[config.mk]
export PLATFORM = sky130hd
export DESIGN_NAME = i2c_regbus_slave
export DESIGN_NICKNAME = d
export VERILOG_FILES = /design/src/rtl/i2c_regbus_pkg.sv /design/src/rtl/i2c_bus_cond.sv /design/src/rtl/i2c_regbus_ptr.sv /design/src/rtl/i2c_regbus_engine.sv /design/src/rtl/i2c_regbus_slave.sv
export SDC_FILE = /design/constraint.sdc
export NUM_CORES = 1
export LEC_CHECK = 0
export BUFFER_PORTS_ARGS = -buffer_cell sky130_fd_sc_hd__buf_4
export CORE_MARGIN = 2
export CORE_UTILIZATION = 57
export CTS_CLUSTER_SIZE = 12
export DETAILED_ROUTE_END_ITERATION = 10
export GPL_ROUTABILITY_DRIVEN = 0
export PLACE_DENSITY_LB_ADDON = 0.1
export SLEW_MARGIN = 20
export SYNTH_ARGS = -nofsm -noshare
export SYNTH_HDL_FRONTEND = slang
export SYNTH_SLANG_ARGS = --single-unit
[constraint.sdc]
create_clock -name clk_i -period 2.4 [get_ports clk_i]
set_input_delay 0.48 -clock clk_i [delete_from_list [all_inputs] [get_ports clk_i]]
set_output_delay 0.48 -clock clk_i [all_outputs]
set_load 0.02 [all_outputs]
[src/rtl/i2c_regbus_pkg.sv]
package i2c_regbus_pkg;
  typedef enum logic [3:0] {
    ST_IDLE, ST_DEV, ST_DEV_ACK, ST_PTR, ST_PTR_ACK,
    ST_WR, ST_WR_ACK, ST_RD, ST_RD_ACK
  } state_e;

  typedef struct packed {
    logic rise;
    logic fall;
    logic start;
    logic stop;
  } bus_ev_t;
endpackage

[src/rtl/i2c_bus_cond.sv]
module i2c_bus_cond
  import i2c_regbus_pkg::*;
(
  input  logic    clk_i,
  input  logic    rst_ni,
  input  logic    scl_i,
  input  logic    sda_i,
  output bus_ev_t ev_o
);
  logic scl_q, sda_q;

  always_ff @(posedge clk_i or negedge rst_ni) begin
    if (!rst_ni) begin
      scl_q <= 1'b1;
      sda_q <= 1'b1;
    end else begin
      scl_q <= scl_i;
      sda_q <= sda_i;
    end
  end

  always_comb begin
    ev_o.rise  = scl_i & ~scl_q;
    ev_o.fall  = ~scl_i & scl_q;
    // SDA edge with SCL high on both samples
    ev_o.start = scl_i & scl_q & sda_q & ~sda_i;
    ev_o.stop  = scl_i & scl_q & ~sda_q & sda_i;
  end
endmodule

[src/rtl/i2c_regbus_ptr.sv]
module i2c_regbus_ptr #(
  parameter int NREG = 198,
  localparam int AW = $clog2(NREG)
) (
  input  logic          clk_i,
  input  logic          rst_ni,
  input  logic          load_i,
  input  logic [7:0]    load_val_i,
  input  logic          inc_i,
  output logic [AW-1:0] ptr_o
);
  localparam logic [AW-1:0] LAST = AW'(NREG - 1);
  logic [AW-1:0] ptr_q;

  always_ff @(posedge clk_i or negedge rst_ni) begin
    if (!rst_ni)              ptr_q <= '0;
    else if (load_i)          ptr_q <= (32'(load_val_i) < NREG) ? AW'(load_val_i) : '0;
    else if (inc_i)           ptr_q <= (ptr_q == LAST) ? '0 : ptr_q + 1'b1;
  end

  assign ptr_o = ptr_q;


  ptr_wrap_chk: assert property (@(posedge clk_i) disable iff (!rst_ni)
    (inc_i && !load_i && ptr_q == LAST) |=> ptr_q == '0);

  ptr_range_chk: assert property (@(posedge clk_i) disable iff (!rst_ni)
    32'(ptr_q) < NREG);
endmodule

[src/rtl/i2c_regbus_engine.sv]
module i2c_regbus_engine
  import i2c_regbus_pkg::*;
#(
  parameter logic [7:0] DEV_WR = 8'hBE,
  parameter logic [7:0] DEV_RD = 8'hBF
) (
  input  logic       clk_i,
  input  logic       rst_ni,
  input  logic       en_i,
  input  bus_ev_t    ev_i,
  input  logic       sda_i,
  input  logic [7:0] rdata_i,
  output logic       ptr_load_o,
  output logic       ptr_inc_o,
  output logic [7:0] ptr_val_o,
  output logic       we_o,
  output logic [7:0] wdata_o,
  output logic       sda_oe_o
);
  state_e     state_q;
  logic [2:0] cnt_q;
  logic [7:0] shr_q, tx_q;
  logic       full_q, rd_sel_q, mack_q;
  logic       byte_end, rd_last;

  assign byte_end = en_i & ev_i.fall & full_q;
  assign rd_last  = en_i & ev_i.fall & (state_q == ST_RD) & (cnt_q == 3'd7);

  always_ff @(posedge clk_i or negedge rst_ni) begin
    if (!rst_ni) begin
      state_q  <= ST_IDLE;
      cnt_q    <= '0;
      shr_q    <= '0;
      tx_q     <= '0;
      full_q   <= 1'b0;
      rd_sel_q <= 1'b0;
      mack_q   <= 1'b0;
    end else if (!en_i) begin
      state_q <= ST_IDLE;
      full_q  <= 1'b0;
    end else if (ev_i.start) begin
      state_q <= ST_DEV;
      cnt_q   <= '0;
      full_q  <= 1'b0;
    end else if (ev_i.stop) begin
      state_q <= ST_IDLE;
      full_q  <= 1'b0;
    end else begin
      unique case (state_q)
        ST_DEV, ST_PTR, ST_WR: begin
          if (ev_i.rise) begin
            shr_q  <= {shr_q[6:0], sda_i};
            cnt_q  <= cnt_q + 1'b1;
            full_q <= (cnt_q == 3'd7);
          end else if (ev_i.fall && full_q) begin
            full_q <= 1'b0;
            if (state_q == ST_DEV) begin
              if (shr_q == DEV_WR) begin
                state_q  <= ST_DEV_ACK;
                rd_sel_q <= 1'b0;
              end else if (shr_q == DEV_RD) begin
                state_q  <= ST_DEV_ACK;
                rd_sel_q <= 1'b1;
              end else begin
                state_q <= ST_IDLE;
              end
            end else if (state_q == ST_PTR) begin
              state_q <= ST_PTR_ACK;
            end else begin
              state_q <= ST_WR_ACK;
            end
          end
        end
        ST_DEV_ACK: if (ev_i.fall) begin
          cnt_q <= '0;
          if (rd_sel_q) begin
            state_q <= ST_RD;
            tx_q    <= rdata_i;
          end else begin
            state_q <= ST_PTR;
          end
        end
        ST_PTR_ACK, ST_WR_ACK: if (ev_i.fall) begin
          state_q <= ST_WR;
          cnt_q   <= '0;
        end
        ST_RD: if (ev_i.fall) begin
          if (cnt_q == 3'd7) begin
            state_q <= ST_RD_ACK;
            cnt_q   <= '0;
          end else begin
            tx_q  <= tx_q << 1;
            cnt_q <= cnt_q + 1'b1;
          end
        end
        ST_RD_ACK: begin
          if (ev_i.rise) mack_q <= ~sda_i;
          else if (ev_i.fall) begin
            if (mack_q) begin
              state_q <= ST_RD;
              tx_q    <= rdata_i;
              cnt_q   <= '0;
            end else begin
              state_q <= ST_IDLE;
            end
          end
        end
        default: state_q <= ST_IDLE;
      endcase
    end
  end

  assign ptr_load_o = byte_end & (state_q == ST_PTR);
  assign ptr_val_o  = shr_q;
  assign we_o       = byte_end & (state_q == ST_WR);
  assign wdata_o    = shr_q;
  assign ptr_inc_o  = we_o | rd_last;

  assign sda_oe_o = (state_q == ST_DEV_ACK) | (state_q == ST_PTR_ACK) |
                    (state_q == ST_WR_ACK) | ((state_q == ST_RD) & ~tx_q[7]);


  oe_after_fall_chk: assert property (@(posedge clk_i) disable iff (!rst_ni)
    $rose(sda_oe_o) |-> $past(ev_i.fall));

  strap_release_chk: assert property (@(posedge clk_i) disable iff (!rst_ni)
    !en_i |=> !sda_oe_o);

  stop_quiet_chk: assert property (@(posedge clk_i) disable iff (!rst_ni)
    ev_i.stop |=> (!sda_oe_o && !we_o));

  we_pulse_chk: assert property (@(posedge clk_i) disable iff (!rst_ni)
    we_o |=> !we_o);
endmodule

[src/rtl/i2c_regbus_slave.sv]
module i2c_regbus_slave
  import i2c_regbus_pkg::*;
#(
  parameter int         NREG     = 198,
  parameter logic [1:0] MODE_SEL = 2'b01,
  parameter logic [7:0] DEV_WR   = 8'hBE,
  parameter logic [7:0] DEV_RD   = 8'hBF,
  localparam int        AW       = $clog2(NREG)
) (
  input  logic          clk_i,
  input  logic          rst_ni,
  input  logic [1:0]    mode_strap_i,
  input  logic          scl_i,
  input  logic          sda_i,
  output logic          sda_oe_o,
  output logic [AW-1:0] reg_addr_o,
  output logic [7:0]    reg_wdata_o,
  output logic          reg_we_o,
  input  logic [7:0]    reg_rdata_i
);
  bus_ev_t    ev;
  logic       en;
  logic       ptr_load, ptr_inc;
  logic [7:0] ptr_val;

  assign en = (mode_strap_i == MODE_SEL);

  i2c_bus_cond u_cond (
    .clk_i (clk_i),
    .rst_ni(rst_ni),
    .scl_i (scl_i),
    .sda_i (sda_i),
    .ev_o  (ev)
  );

  i2c_regbus_engine #(.DEV_WR(DEV_WR), .DEV_RD(DEV_RD)) u_engine (
    .clk_i     (clk_i),
    .rst_ni    (rst_ni),
    .en_i      (en),
    .ev_i      (ev),
    .sda_i     (sda_i),
    .rdata_i   (reg_rdata_i),
    .ptr_load_o(ptr_load),
    .ptr_inc_o (ptr_inc),
    .ptr_val_o (ptr_val),
    .we_o      (reg_we_o),
    .wdata_o   (reg_wdata_o),
    .sda_oe_o  (sda_oe_o)
  );

  i2c_regbus_ptr #(.NREG(NREG)) u_ptr (
    .clk_i     (clk_i),
    .rst_ni    (rst_ni),
    .load_i    (ptr_load),
    .load_val_i(ptr_val),
    .inc_i     (ptr_inc),
    .ptr_o     (reg_addr_o)
  );


  oe_scl_low_chk: assert property (@(posedge clk_i) disable iff (!rst_ni)
    $rose(sda_oe_o) |-> !scl_i);
endmodule

Word level (Yosys, flattened, before mapping)
Index checks and enable logic that the tools add are counted.

Add/subtract/negate cells: 2. Magnitude comparators: 1. Equal/unequal tests: 37. Mux-type cells: 48. Bitwise logic cells: 26. Reductions and logical operators: 15.

Operators with widths (count): $mux W8 (11); $mux W4 (13); $ne A5 B5 Y1 const B (9); $mux W3 (11); $eq A8 B8 Y1 const B (3); $pmux W8 S3 (1); $pmux W4 S5 (1); $eq A4 B3 Y1 const B (4); $reduce_and A8 Y1 (2); $and A1 B1 Y1 (14); $ne A2 B1 Y1 const B (6); $pmux W3 S4 (1); $reduce_and A11 Y1 (1); $reduce_and A5 Y1 (2); $ne A3 B2 Y1 const B (3); $reduce_and A9 Y1 (1); $add A8 B1 Y8 const B (1); $eq A4 B2 Y1 const B (2); $lt A8 B8 Y1 const B (1); $mux W1 (8); $not A1 Y1 (8); $ne A3 B3 Y1 const B (2); $reduce_or A3 Y1 (2); $reduce_bool A5 Y1 (1); other kinds (15) (21).

Bits in registers: 36. Output and inout bits: 18. Logic and storage cells: 139.

Logic depth before layout (Yosys ltp)
Word-level depth: 10. Depth in mapped cells: 9.

Cells and area by module
Synthesis repeated with hierarchy kept, for this count alone.

Cell total of the unflattened synthesis: 255. Area, all modules: 2374.8 um^2.

Modules (own cells, without submodules): i2c_regbus_engine (instances 1, cells each 188, area each 1711.6 um^2, sequential area each 650.6 um^2); i2c_regbus_ptr (instances 1, cells each 60, area each 564.3 um^2, sequential area each 200.2 um^2); i2c_bus_cond (instances 1, cells each 6, area each 85.1 um^2, sequential area each 52.6 um^2); i2c_regbus_slave (instances 1, cells each 1, area each 13.8 um^2, sequential area each 0.0 um^2).

Least setup slack after synthesis
No wires, ideal clock.

Path kind: register to register. Start: reg u_ptr.ptr_q[1] (netlist: u_ptr.ptr_o[1]). End: reg u_ptr.ptr_q[1] (netlist: u_ptr.ptr_o[1]). Data arrival time: 1.758 ns. Required time: 2.270 ns. Path slack: 0.512 ns. Stages on the path, launching flop included: 9. Buffers on the path: 1. Clock period less this slack: 1.888 ns. Cells stage by stage: dfrtp_1 -> inv_1 -> ha_1 -> nand4_1 -> o41ai_1 -> buf_4 -> nor2_1 -> a211oi_1 -> a21oi_1.

Longest elaborated chain between the ends: 4. Elaborated cells on any way between the ends: 5.

Ends and longest elaborated chain: start, declared (RTL line i2c_regbus_ptr.sv:13) `logic [AW-1:0] ptr_q;`; start signal, assigned (RTL line i2c_regbus_ptr.sv:17) `else if (load_i) ptr_q <= (32'(load_val_i) < NREG) ? AW'(load_val_i) : '0;`; start signal, assigned (RTL line i2c_regbus_ptr.sv:18) `else if (inc_i) ptr_q <= (ptr_q == LAST) ? '0 : ptr_q + 1'b1;`; $add A8 B1 Y8 / $eq A8 B8 Y1 (equally long branches) (RTL line i2c_regbus_ptr.sv:18); $mux W8 * (2 in a row) (RTL line i2c_regbus_ptr.sv:18); $mux W8 * (RTL line i2c_regbus_ptr.sv:17).

Mark *: on every way between the ends. The rest lies on a longest branch, timed or not. The select of a mux whose other input is x is not followed. A chain may end at the register's enable or synchronous reset.

Final worst setup path
Start: reg u_engine.state_q[2]. End: reg u_engine.state_q[0].

Longest elaborated chain between the ends: 8. Elaborated cells on any way between the ends: 26.

Ends and longest elaborated chain: start, declared (RTL line i2c_regbus_engine.sv:20) `state_e state_q;`; start signal, assigned (RTL line i2c_regbus_engine.sv:31) `state_q <= ST_IDLE;`; start signal, assigned (RTL line i2c_regbus_engine.sv:39) `state_q <= ST_IDLE;`; start signal, assigned (RTL line i2c_regbus_engine.sv:42) `state_q <= ST_DEV;`; $eq A4 B1 Y1 (RTL line i2c_regbus_engine.sv:49, i2c_regbus_engine.sv:57); $mux W4 (RTL line i2c_regbus_engine.sv:57) `if (state_q == ST_DEV) begin`; $mux W4 (RTL line i2c_regbus_engine.sv:55) `end else if (ev_i.fall && full_q) begin`; $mux W4 (RTL line i2c_regbus_engine.sv:51) `if (ev_i.rise) begin`; $pmux W4 S5 (RTL line i2c_regbus_engine.sv:49) `unique case (state_q)`; $mux W4 (RTL line i2c_regbus_engine.sv:45) `end else if (ev_i.stop) begin`; $mux W4 (RTL line i2c_regbus_engine.sv:41) `end else if (ev_i.start) begin`; $mux W4 (RTL line i2c_regbus_engine.sv:38) `end else if (!en_i) begin`.

Parallel ways exist; a longest one is shown, timed or not. The select of a mux whose other input is x is not followed.

==> results.json <==
{
  "outcome": "complete, no violations",
  "root_buffer": "clkbuf_8",
  "crit_buf_inv": 1,
  "worstSkewPairLatency_ps": 290,
  "cp.required_ps": 2570,
  "grt_pass1_vias": 1651,
  "grt_first_pass_wirelength_mm": 7.99,
  "totalWireLength_mm": 4.94,
  "clk_transition_reported_paths_ps": 80,
  "min_period_over_period_pct": 87.9,
  "cpPeakStageDelay_ps": 560,
  "setup_viol": 0,
  "dieWidth_um": 65.9,
  "ys_seq_area_share_pct": 41.3,
  "core_area_mm2": 0.00366,
  "io_pins": 32,
  "fillCellCount": 286,
  "via_count": 1897,
  "fp-row-count": 22,
  "overflow": 0,
  "total_power_mw": 1.26,
  "drt_iter0_markers": 196,
  "leakage_nw": 1.25,
  "layout-area-overhead-vs-synth_pct": 18.2,
  "synth-warning-count": 0,
  "ys_async_sr_fraction_pct": 100,
  "route.detailed.drc": 0,
  "final-max-slew-violation-count": 0,
  "path_delay_family": "simple AND/OR/NAND/NOR gates",
  "postCtsSetupBuffers": 0,
  "firstDrtPassIters": 4,
  "clockBufferDepth": 2,
  "min_path_type": "primary input to async pin",
  "max_freq_mhz": 474,
  "grt_max_degree": 37,
  "insertedDiodeCount": 0,
  "rsz0062_at_grt": "no",
  "drive_above_1_share_pct": 22.4,
  "die_area_mm2": 0.00435,
  "port_buffers": 31,
  "start_util_pct": 59.7,
  "worst_slack_ps": 291,
  "skew_ps": 7.37,
  "antenna_found_initial": 0,
  "period_needed_ps": 2110,
  "dp_slack_ps": 261,
  "cts_tree": "done",
  "synth_ff_type": "dfrtp_1",
  "syn_avg_cell_area_um2": 8.89,
  "worst_pin_slew_ps": 740,
  "hpwl_mm": 3.45,
  "power.density_mw_per_mm2": 488,
  "post_cts_resized": 0,
  "synthesis.nets": 264,
  "multi_input_area_mm2": 0.00120,
  "wl_per_cell_um": 15.0,
  "tns_ps": 0,
  "nets": 298,
  "detail-route-antenna-nets": 0,
  "slew-limit-headroom_pct": 50.1,
  "synth-seq-cells": 36,
  "grt_usage_pct": 24.2,
  "critical_path_class": "register to register",
  "worstPathMaxFanout": 12,
  "cts_max_level": 2,
  "cts_sinks": 36,
  "worstPathArrival_ps": 2280,
  "seqCellArea_um2": 903,
  "synth_edf_count": 0,
  "via_per_inst": 5.77,
  "cap_viol_max_count": 0,
  "synthCells": 246,
  "fp.dieH_um": 65.9,
  "postCtsHoldBufs": 0,
  "fin_util_pct": 70.6,
  "cp_cell_sequence": "inv_1, or3_1, nor2_1, and3b_1, o21ai_2, mux2_1",
  "cts-buffers-inserted": 5,
  "endpoint_kind": "register",
  "ys_types": 49,
  "syn_area_mm2": 0.00219,
  "cp-start-kind": "register",
  "cp_slowest_cell": "dfrtp_1",
  "hold_viol_final": 0,
  "ir_drop_uv": 376
}
-- Yosys cell counts, types with 2 or more instances --
cell      instances  area share (%)
dfrtp_1          34              39
nor2_1           33             5.7
a21oi_1          26             6.0
o21ai_0          24             5.5
nand2_1          17             2.9
nand3_1          10             2.3
inv_1             9             1.5
mux2_2            9             4.6
mux2i_1           8             3.7
mux2_1            5             2.6
nor3_1            5             1.1
and3_1            4             1.1
ha_1              4             2.3
nand2b_1          4             1.1
nor2b_1           4             1.1
buf_4             3             1.0
clkbuf_1          3            0.52
nor4_1            3            0.86
o21bai_1          3             1.0
a31oi_1           2            0.57
and3b_1           2            0.80
buf_6             2             1.0
dfstp_2           2             2.4
nand4_1           2            0.57
nor3b_1           2            0.69
o21ai_2           2            0.80
o221ai_1          2            0.80
-- path summary, 6_finish.rpt --
kind                            slack (ps)                             from                         endpoint  cells after the start
worst max-delay path                   290  u_engine.state_q[2]$_DFFE_PN0P_  u_engine.state_q[0]$_DFFE_PN0P_                      6
worst min-delay path                   130                           rst_ni       u_ptr.ptr_o[2]$_DFFE_PN0P_                      1
worst max register to register         290  u_engine.state_q[2]$_DFFE_PN0P_  u_engine.state_q[0]$_DFFE_PN0P_                      6
worst min register to register         500    u_engine.cnt_q[1]$_DFFE_PN0P_    u_engine.cnt_q[1]$_DFFE_PN0P_                      1
max in group asynchronous             1910                           rst_ni           u_cond.sda_q$_DFF_PN1_                      1
min in group clk_i                     330                            sda_i           u_cond.sda_q$_DFF_PN1_                      1
-- state kept, by name (all words and copies together), names as in the netlist --
name / cells
u_engine.cnt_q: 3
u_engine.full_q: 1
u_engine.rd_sel_q: 1
u_cond.sda_q: 1
u_engine.tx_q: 8
u_cond.scl_q: 1
u_engine.ptr_val_o: 8
u_ptr.ptr_o: 8
u_engine.mack_q: 1
u_engine.state_q: 4
-- per-layer routing --
metal	up-vias	routed length (um)	part of all wire, %	GRT usage (%)
li1	951	-	-	-
met1	886	2360	48	35.5
met2	52	2280	46	36.4
met3	8	238	4.8	4.26
met4	0	63	1.3	7.55
met5	-	0	0	0
-- logic make-up after synthesis --
family / after synthesis / synth area share [%]
and+or+nand+nor: 92 / 20.9
AOI/OAI and AO/OA: 70 / 18.7
DFF: 36 / 41.3
xor gates and xnor gates: 2 / 0.802
buffers and inverters: 19 / 4.58
muxes: 22 / 10.9
adders and majority gates: 5 / 2.75
-- cell type report --
class	instances	area share (%)
clock buffer	6	2.81
inverter	9	1.31
tap	48	2.32
timing repair buffer	37	10.8
multi-input combinational	191	46.5
sequential	36	35.0
clock inverter	2	1.36
-- through the flow --
stage	hold WS [ps]	instances	cell area, um2
after floorplan	184	246	2190
after global placement	466	321	2460
after detailed placement	468	321	2460
after CTS	153	329	2570
after global routing	172	329	2580
final	133	329	2580
-- cell usage in the layout, fill, tap and decap left out, types with 2 or more instances in the layout --
cell type	count
nand4_1	2
a21oi_1	26
nand2_1	17
dfrtp_1	34
nor4_1	3
and3b_1	2
nand3_1	10
o21bai_1	3
dfstp_2	2
mux2_1	5
nor3b_1	2
inv_1	9
nand2b_1	4
o21ai_0	24
nor2_1	33
buf_4	37
nor3_1	5
o21ai_2	2
mux2_2	9
o221ai_1	2
mux2i_1	8
clkbuf_8	5
and3_1	4
ha_1	4
nor2b_1	4
a31oi_1	2
-- power breakdown --
group	internal, mW	total [mW]	switching [mW]
Sequential	0.624	0.637	0.0131
Clock	0.308	0.528	0.220
Combinational	0.0451	0.0970	0.0519
Total	0.977	1.26	0.285
Power figures use the tool's default switching activity.
